**src/rtl/fsc_pkg.sv**
```systemverilog
// Package: shared state type of the stop-clock frequency switch sequencer.
package fsc_pkg;
    typedef enum logic [2:0] {
        ST_IDLE,
        ST_REQ_STOP,
        ST_WAIT_GRANT,
        ST_RETUNE,
        ST_SETTLE,
        ST_GATED,
        ST_WAKE_SETTLE,
        ST_RELEASE
    } seq_state_e;
endpackage

```
**src/rtl/fsc_clkdiv.sv**
```systemverilog
// Glitch-free clock divider with output gate.
// pclk is high for div cycles and low for div cycles. The divider setting and
// the gate are sampled only at the end of a low phase, so the output never
// carries a runt pulse. A divider target of 0 is treated as 1.
// Assumes div_tgt and gate_tgt are held stable by the controller.
module fsc_clkdiv #(
    parameter int DIV_W   = 4,
    parameter int DIV_RST = 2
) (
    input  logic             clk,
    input  logic             rst_n,
    input  logic [DIV_W-1:0] div_tgt,
    input  logic             gate_tgt,
    input  logic             load_req,
    output logic             pclk,
    output logic [DIV_W-1:0] div_cur,
    output logic             gate_cur,
    output logic             rise_p,
    output logic             load_ack
);
    localparam logic [DIV_W-1:0] ONE      = DIV_W'(1);
    localparam logic [DIV_W-1:0] RST_HALF = DIV_W'(DIV_RST);

    logic [DIV_W-1:0] ph_cnt;
    logic [DIV_W-1:0] div_act;
    logic [DIV_W-1:0] div_eff;
    logic             pclk_q;
    logic             gate_q;
    logic             phase_end;

    // Clamp a zero target to the shortest legal half period.
    always_comb div_eff = (div_tgt == '0) ? ONE : div_tgt;

    // Detect the last reference cycle of the current half period.
    always_comb phase_end = (ph_cnt >= (div_act - ONE));

    // Advance the phase counter and load new settings at low-phase ends.
    always_ff @(posedge clk) begin
        if (!rst_n) begin
            ph_cnt   <= '0;
            div_act  <= RST_HALF;
            pclk_q   <= 1'b0;
            gate_q   <= 1'b0;
            rise_p   <= 1'b0;
            load_ack <= 1'b0;
        end else begin
            rise_p   <= 1'b0;
            load_ack <= 1'b0;
            if (phase_end) begin
                ph_cnt <= '0;
                if (pclk_q) begin
                    pclk_q <= 1'b0;
                end else begin
                    div_act  <= div_eff;
                    gate_q   <= gate_tgt;
                    pclk_q   <= !gate_tgt;
                    rise_p   <= !gate_tgt;
                    load_ack <= load_req;
                end
            end else begin
                ph_cnt <= ph_cnt + ONE;
            end
        end
    end

    assign pclk     = pclk_q;
    assign div_cur  = div_act;
    assign gate_cur = gate_q;
endmodule

```
**src/rtl/fsc_settle.sv**
```systemverilog
// Settle counter: counts rising edges of the processor clock.
// Cleared by clr (which has priority over a coinciding edge) and saturates at
// CNT_MAX, so a long settle never wraps.
module fsc_settle #(
    parameter int CNT_MAX = 9,
    parameter int CNT_W   = $clog2(CNT_MAX + 1)
) (
    input  logic             clk,
    input  logic             rst_n,
    input  logic             clr,
    input  logic             rise,
    output logic [CNT_W-1:0] cnt
);
    localparam logic [CNT_W-1:0] LIMIT = CNT_W'(CNT_MAX);

    // Count processor clock edges since the last clear.
    always_ff @(posedge clk) begin
        if (!rst_n) begin
            cnt <= '0;
        end else if (clr) begin
            cnt <= '0;
        end else if (rise && (cnt != LIMIT)) begin
            cnt <= cnt + CNT_W'(1);
        end
    end
endmodule

```
**src/rtl/fsc_ctrl.sv**
```systemverilog
// Sequencing controller for the stop-clock handshake.
// Holds one pending command. Walks stop request, grant wait, retune, settle,
// optional gated sleep, wake settle and release. Flags a grant timeout.
// Assumes grant_ack is a clean synchronous level.
module fsc_ctrl
    import fsc_pkg::*;
#(
    parameter int DIV_W      = 4,
    parameter int DIV_RST    = 2,
    parameter int SETTLE_CYC = 8,
    parameter int TMO_CYC    = 64,
    parameter int CNT_W      = 4
) (
    input  logic             clk,
    input  logic             rst_n,
    input  logic             cmd_valid,
    input  logic             cmd_set_div,
    input  logic [DIV_W-1:0] cmd_div,
    input  logic             cmd_sleep,
    input  logic             wake_req,
    input  logic             grant,
    input  logic [CNT_W-1:0] settle_cnt,
    input  logic             load_ack,
    output seq_state_e       state,
    output logic [DIV_W-1:0] div_tgt,
    output logic             gate_tgt,
    output logic             load_req,
    output logic             settle_clr,
    output logic             stop_n,
    output logic             busy,
    output logic             done,
    output logic             err
);
    localparam int TMO_W = $clog2(TMO_CYC + 1);
    localparam logic [TMO_W-1:0] TMO_LAST = TMO_W'(TMO_CYC - 1);
    localparam logic [CNT_W-1:0] SETTLE_N = CNT_W'(SETTLE_CYC);
    localparam logic [CNT_W-1:0] WAKE_N   = CNT_W'(SETTLE_CYC + 1);

    logic             pend_v;
    logic             pend_set;
    logic [DIV_W-1:0] pend_div;
    logic             pend_sleep;
    logic             cur_set;
    logic [DIV_W-1:0] cur_div;
    logic             cur_sleep;
    logic [TMO_W-1:0] tmo_cnt;
    logic             cmd_take;
    logic             launch;

    // Accept only commands that ask for something.
    always_comb cmd_take = cmd_valid && (cmd_set_div || cmd_sleep);
    // Start a held command once idle.
    always_comb launch = (state == ST_IDLE) && pend_v;

    // Hold the most recent command until the sequencer is idle.
    always_ff @(posedge clk) begin
        if (!rst_n) begin
            pend_v     <= 1'b0;
            pend_set   <= 1'b0;
            pend_div   <= '0;
            pend_sleep <= 1'b0;
        end else if (cmd_take) begin
            pend_v     <= 1'b1;
            pend_set   <= cmd_set_div;
            pend_div   <= cmd_div;
            pend_sleep <= cmd_sleep;
        end else if (launch) begin
            pend_v <= 1'b0;
        end
    end

    // Main sequence: handshake, retune, settle, sleep, wake, release.
    always_ff @(posedge clk) begin
        if (!rst_n) begin
            state     <= ST_IDLE;
            cur_set   <= 1'b0;
            cur_div   <= '0;
            cur_sleep <= 1'b0;
            div_tgt   <= DIV_W'(DIV_RST);
            gate_tgt  <= 1'b0;
            load_req  <= 1'b0;
            tmo_cnt   <= '0;
            err       <= 1'b0;
            done      <= 1'b0;
        end else begin
            done <= 1'b0;
            unique case (state)
                ST_IDLE: begin
                    if (launch) begin
                        cur_set   <= pend_set;
                        cur_div   <= pend_div;
                        cur_sleep <= pend_sleep;
                        state     <= ST_REQ_STOP;
                    end
                end
                ST_REQ_STOP: begin
                    tmo_cnt <= '0;
                    state   <= ST_WAIT_GRANT;
                end
                ST_WAIT_GRANT: begin
                    if (grant) begin
                        err <= 1'b0;
                        if (cur_set) begin
                            div_tgt  <= cur_div;
                            load_req <= 1'b1;
                            state    <= ST_RETUNE;
                        end else begin
                            gate_tgt <= 1'b1;
                            state    <= ST_GATED;
                        end
                    end else if (tmo_cnt >= TMO_LAST) begin
                        err <= 1'b1;
                    end else begin
                        tmo_cnt <= tmo_cnt + TMO_W'(1);
                    end
                end
                ST_RETUNE: begin
                    if (load_ack) begin
                        load_req <= 1'b0;
                        state    <= ST_SETTLE;
                    end
                end
                ST_SETTLE: begin
                    if (settle_cnt >= SETTLE_N) begin
                        if (cur_sleep) begin
                            gate_tgt <= 1'b1;
                            state    <= ST_GATED;
                        end else begin
                            state <= ST_RELEASE;
                        end
                    end
                end
                ST_GATED: begin
                    if (wake_req) begin
                        gate_tgt <= 1'b0;
                        state    <= ST_WAKE_SETTLE;
                    end
                end
                ST_WAKE_SETTLE: begin
                    if (settle_cnt >= WAKE_N) begin
                        state <= ST_RELEASE;
                    end
                end
                ST_RELEASE: begin
                    if (!grant) begin
                        done  <= 1'b1;
                        state <= ST_IDLE;
                    end
                end
                default: state <= ST_IDLE;
            endcase
        end
    end

    // Clear the settle count on a divider load and all through sleep.
    always_comb settle_clr = load_ack || (state == ST_GATED);
    // Stop request is released only when idle or releasing.
    always_comb stop_n = (state == ST_IDLE) || (state == ST_RELEASE);
    // Any non-idle state is a sequence in progress.
    always_comb busy = (state != ST_IDLE);
endmodule

```
**src/rtl/stpclk_freq_seq.sv**
```systemverilog
// Top: stop-clock frequency switch sequencer.
// Connects the controller, the glitch-free divider and the settle counter.
// Assumes all inputs are synchronous to clk_ref.
module stpclk_freq_seq #(
    parameter int DIV_W      = 4,
    parameter int DIV_RST    = 2,
    parameter int SETTLE_CYC = 8,
    parameter int TMO_CYC    = 64
) (
    input  logic             clk_ref,
    input  logic             rst_n,
    input  logic             cmd_valid,
    input  logic             cmd_set_div,
    input  logic [DIV_W-1:0] cmd_div,
    input  logic             cmd_sleep,
    input  logic             wake_req,
    input  logic             grant_ack,
    output logic             pclk,
    output logic             stop_n,
    output logic             busy,
    output logic             done,
    output logic             err
);
    import fsc_pkg::*;

    localparam int CNT_MAX = SETTLE_CYC + 1;
    localparam int CNT_W   = $clog2(CNT_MAX + 1);

    seq_state_e       state;
    logic [DIV_W-1:0] div_tgt;
    logic [DIV_W-1:0] div_cur;
    logic             gate_tgt;
    logic             gate_cur;
    logic             load_req;
    logic             load_ack;
    logic             rise_p;
    logic             settle_clr;
    logic [CNT_W-1:0] settle_cnt;

    fsc_ctrl #(
        .DIV_W(DIV_W), .DIV_RST(DIV_RST), .SETTLE_CYC(SETTLE_CYC),
        .TMO_CYC(TMO_CYC), .CNT_W(CNT_W)
    ) ctrl_i (
        .clk(clk_ref), .rst_n(rst_n),
        .cmd_valid(cmd_valid), .cmd_set_div(cmd_set_div), .cmd_div(cmd_div),
        .cmd_sleep(cmd_sleep), .wake_req(wake_req), .grant(grant_ack),
        .settle_cnt(settle_cnt), .load_ack(load_ack),
        .state(state), .div_tgt(div_tgt), .gate_tgt(gate_tgt),
        .load_req(load_req), .settle_clr(settle_clr), .stop_n(stop_n),
        .busy(busy), .done(done), .err(err)
    );

    fsc_clkdiv #(.DIV_W(DIV_W), .DIV_RST(DIV_RST)) div_i (
        .clk(clk_ref), .rst_n(rst_n),
        .div_tgt(div_tgt), .gate_tgt(gate_tgt), .load_req(load_req),
        .pclk(pclk), .div_cur(div_cur), .gate_cur(gate_cur),
        .rise_p(rise_p), .load_ack(load_ack)
    );

    fsc_settle #(.CNT_MAX(CNT_MAX), .CNT_W(CNT_W)) settle_i (
        .clk(clk_ref), .rst_n(rst_n),
        .clr(settle_clr), .rise(rise_p), .cnt(settle_cnt)
    );
endmodule

```
**config.mk**
```make
export PLATFORM = sky130hd
export DESIGN_NAME = stpclk_freq_seq
export DESIGN_NICKNAME = d
export VERILOG_FILES = /design/src/rtl/fsc_pkg.sv /design/src/rtl/fsc_clkdiv.sv /design/src/rtl/fsc_settle.sv /design/src/rtl/fsc_ctrl.sv /design/src/rtl/stpclk_freq_seq.sv
export SDC_FILE = /design/constraint.sdc
export NUM_CORES = 1
export LEC_CHECK = 0
export ABC_AREA = 1
export BUFFER_PORTS_ARGS = -buffer_cell sky130_fd_sc_hd__clkbuf_2
export CORE_UTILIZATION = 62
export CTS_BUF_LIST = sky130_fd_sc_hd__clkbuf_4 sky130_fd_sc_hd__clkbuf_8
export DETAILED_ROUTE_END_ITERATION = 16
export GPL_ROUTABILITY_DRIVEN = 0
export PLACE_DENSITY = 0.78
export SLEW_MARGIN = 30
export SYNTH_ARGS = -nofsm -noshare
export SYNTH_HDL_FRONTEND = slang
export SYNTH_SLANG_ARGS = --single-unit
```
**constraint.sdc**
```tcl
create_clock -name clk_ref -period 1.98 [get_ports clk_ref]
set_input_delay 0.297 -clock clk_ref [delete_from_list [all_inputs] [get_ports clk_ref]]
set_output_delay 0.297 -clock clk_ref [all_outputs]
set_load 0.01 [all_outputs]
```
==> results.txt <==
status: finished clean
area of the core: 3340 sq um
# Post-CTS Setup Buffers: 0
cell area after synthesis: 2170 sq um
final worst-path cycle share: 92.0%
Port-buffer cells: 15
Clock Latency Late Sink: 0.36 ns
starting density of the core: 65.1%
Root Driver: clkbuf_4
Hold Path Stages: 3
CP required: 2.27 ns
power density over cell area: 1200 nW/um^2
Pre-antenna DRT Iters: 4
reg-to-reg slack, setup: 0.16 ns
gr ovfl total: 0
metal2 WL: 1740 microns
mean post-synth cell area: 7.34 sq um
first-pass GRT wire length: 6520 microns
Die Ht: 61.2 microns
Final Core Density: 70.7%
final wirelength: 3950 microns
worst setup skew after layout: 0.0101 ns
startpoint types: register
# clock sinks: 46
RSZ-0062 raised after global routing: false
Synth area leader: dfxtp_1
Net Count, Synth: 317
largest net degree at the start of global routing: 20
worst hold endpoint: ctrl_i.pend_div[2]
Distinct cells, synth: 28
vias in the first global route: 1544
Hold WS: 0.181 ns
leak pwr: 1.04 nW
HPWL after DPL: 3010 microns
Post-synth top flop: dfxtp_1
Vias: 1846
Ys Warns: 0
Fmax: 0.549 GHz
setup TNS: 0 ns
EDFF count, synth: 0
drt drc: 0
Slew Viols, Final: 0
initial antenna violation count: 0
slowest stage cell, crit path: dfxtp_2
Peak supply drop: 0.000676 V
TritonCTS Buffers: 5
share of layout cells above drive strength 1: 15.6%
final hold vios: 0
antenna cells: 0
post-route ant nets: 0
cell breakdown of the critical path: inv_1 -> ha_1 -> ha_1 -> inv_1 -> o21bai_1 -> nand3_1 -> nand3_1 -> nand2_2 -> inv_2 -> nand3_1 -> o21ai_0
Worst Reg2Reg Path Length in Cells: 11
Die ar.: 3750 sq um
Most common cell on crit path: nand3_1
hold path start: cmd_div[2]
crit-path max FO: 7
FF-to-FF Start: div_i.div_cur[0]
IO Count: 16
Clock transition at path regs: 0.13 ns
FP Rows: 21
post-layout min period: 1.82 ns
htree depth: 2
sequential share of the synthesized area: 42.4%
Die X: 61.2 microns
Async SR Flop Fraction: 0%
Total Routing Usage GR: 23.9%
Hold WC Path Type: input pin to register
worst reg2reg path endpoint: div_i.pclk
DRT iter0 DRCs: 99
CTS Buffer Depth: 2
CP max stage delay: 0.37 ns
M1 WL: 1970 microns
Via density: 5.11
WL/cell: 10.9 microns
# nets final: 335
Final Power: 2.83 mW
Area Overhead vs Synth: 8.58%
maxcap violations: 0
Synth Instances: 296
Rel. slew slack: 70.6%
largest cells by area after synthesis: dfxtp_1, nor2_1, o21ai_0, inv_1, nand2_1
setup violators final: 0
Synth top area share: 42.4%
top layer in use: met4
met3 WL post-DR: 190 microns
critical path endpoint category: register
slew at the pin closest to its max-slew limit: 0.440 ns
WP data arrival: 2.11 ns
Synth top cells by count: dfxtp_1, nor2_1, inv_1, nand2_1, o21ai_0
Setup CP Type: register to register
FF+latch count, synth: 46
CTS tree: built
==> what timing repair did <==
item	4_1_cts	5_1_grt
hold buffers	0	0
endpoints found under the hold margin	0	0
endpoints found under the setup margin	0	5
resized for setup	0	5
==> report_power, final <==
group / total, mW / switching (mW) / internal (mW) / leakage [nW]
sequential: 1.23 / 0.136 / 1.09 / 0.376
clock: 0.449 / 0.296 / 0.154 / 0.0356
combinational: 1.15 / 0.736 / 0.413 / 0.633
==> worst max-delay path: cells and delay by family, from the launching register on <==
| kind | cells | cell delay (ns) |
|---|---|---|
| compound gates | 2 | 0.20 |
| fa+ha+maj | 2 | 0.59 |
| buf+inv | 3 | 0.20 |
| flops | 1 | 0.37 |
| simple gates | 4 | 0.40 |
==> worst max path at each step <==
stage	cells past startpoint	startpoint	endpoint
final	11	div_i.div_cur[0]	div_i.pclk
after global routing	11	div_i.div_cur[0]	div_i.pclk
after CTS	11	div_i.div_cur[0]	div_i.pclk
after detailed placement	11	div_i.div_cur[0]	div_i.pclk
after global placement	11	div_i.div_cur[0]	div_i.pclk
after floorplan	11	div_i.div_cur[0]	div_i.pclk
==> flip-flops by register name, indices dropped and copies added (netlist names) <==
signal	cells
ctrl_i.load_req	1
settle_i.cnt	4
div_i.div_cur	4
ctrl_i.pend_set	1
ctrl_i.div_tgt	4
div_i.load_ack	1
ctrl_i.done	1
div_i.pclk	1
ctrl_i.tmo_cnt	7
ctrl_i.pend_v	1
ctrl_i.cur_sleep	1
ctrl_i.cur_div	4
ctrl_i.pend_sleep	1
ctrl_i.cur_set	1
ctrl_i.state	3
ctrl_i.err	1
ctrl_i.pend_div	4
div_i.rise_p	1
div_i.ph_cnt	4
ctrl_i.gate_tgt	1
==> routing by layer <==
metal	track usage, %	vias to the layer above
li1	-	1000
met1	30.9	807
met2	38.0	35
met3	6.51	4
met4	9.09	0
met5	0	-
==> placed cells by master (no fill, tap or decap) <==
cell type  instances
clkinv_4           1
nand2_1           34
nor2_2             4
inv_2              6
o21ai_2            1
nor2_1            46
clkinv_2           1
o21ai_0           26
nor2_4             1
o31ai_1            1
nand2_4            1
clkbuf_4           6
ha_1              10
nor3_1             6
o211ai_1           1
o21bai_1           2
nand3_1           24
nand3_2            1
xor2_1             1
nand4_1            3
clkbuf_2          15
o21ai_1            6
dfxtp_2            2
a21oi_2            1
a21oi_1           23
dfxtp_1           44
buf_4              2
nor3_4             1
nor3b_1            1
nand2_2            6
inv_1             34
xnor2_1            4
==> area by class of cell <==
cell class | count | area, sq um
Fill cell | 304 | 977
Tap cell | 46 | 57.6
Clock inverter | 2 | 13.8
Sequential cell | 46 | 923
Clock buffer | 6 | 45.0
Timing Repair Buffer | 17 | 90.1
Inverter | 40 | 150
Multi-Input combinational cell | 204 | 1080
==> stage by stage <==
step | cells | area [sq um] | setup slack [ns]
finish | 361 | 2360 | 0.158
global placement | 353 | 2300 | 0.184
CTS | 361 | 2350 | 0.0257
global route | 361 | 2360 | 0.0322
floorplan | 296 | 2170 | 0.285
detailed placement | 353 | 2300 | 0.0520
==> logic make-up after synthesis <==
family | after synthesis | synth area share, %
compound gates | 61 | 14.9
xor+xnor | 5 | 2.01
fa+ha+maj | 10 | 5.76
buf+inv | 46 | 8.06
flops | 46 | 42.4
simple gates | 128 | 26.9
Note: power is estimated with default switching activity, not from simulation.
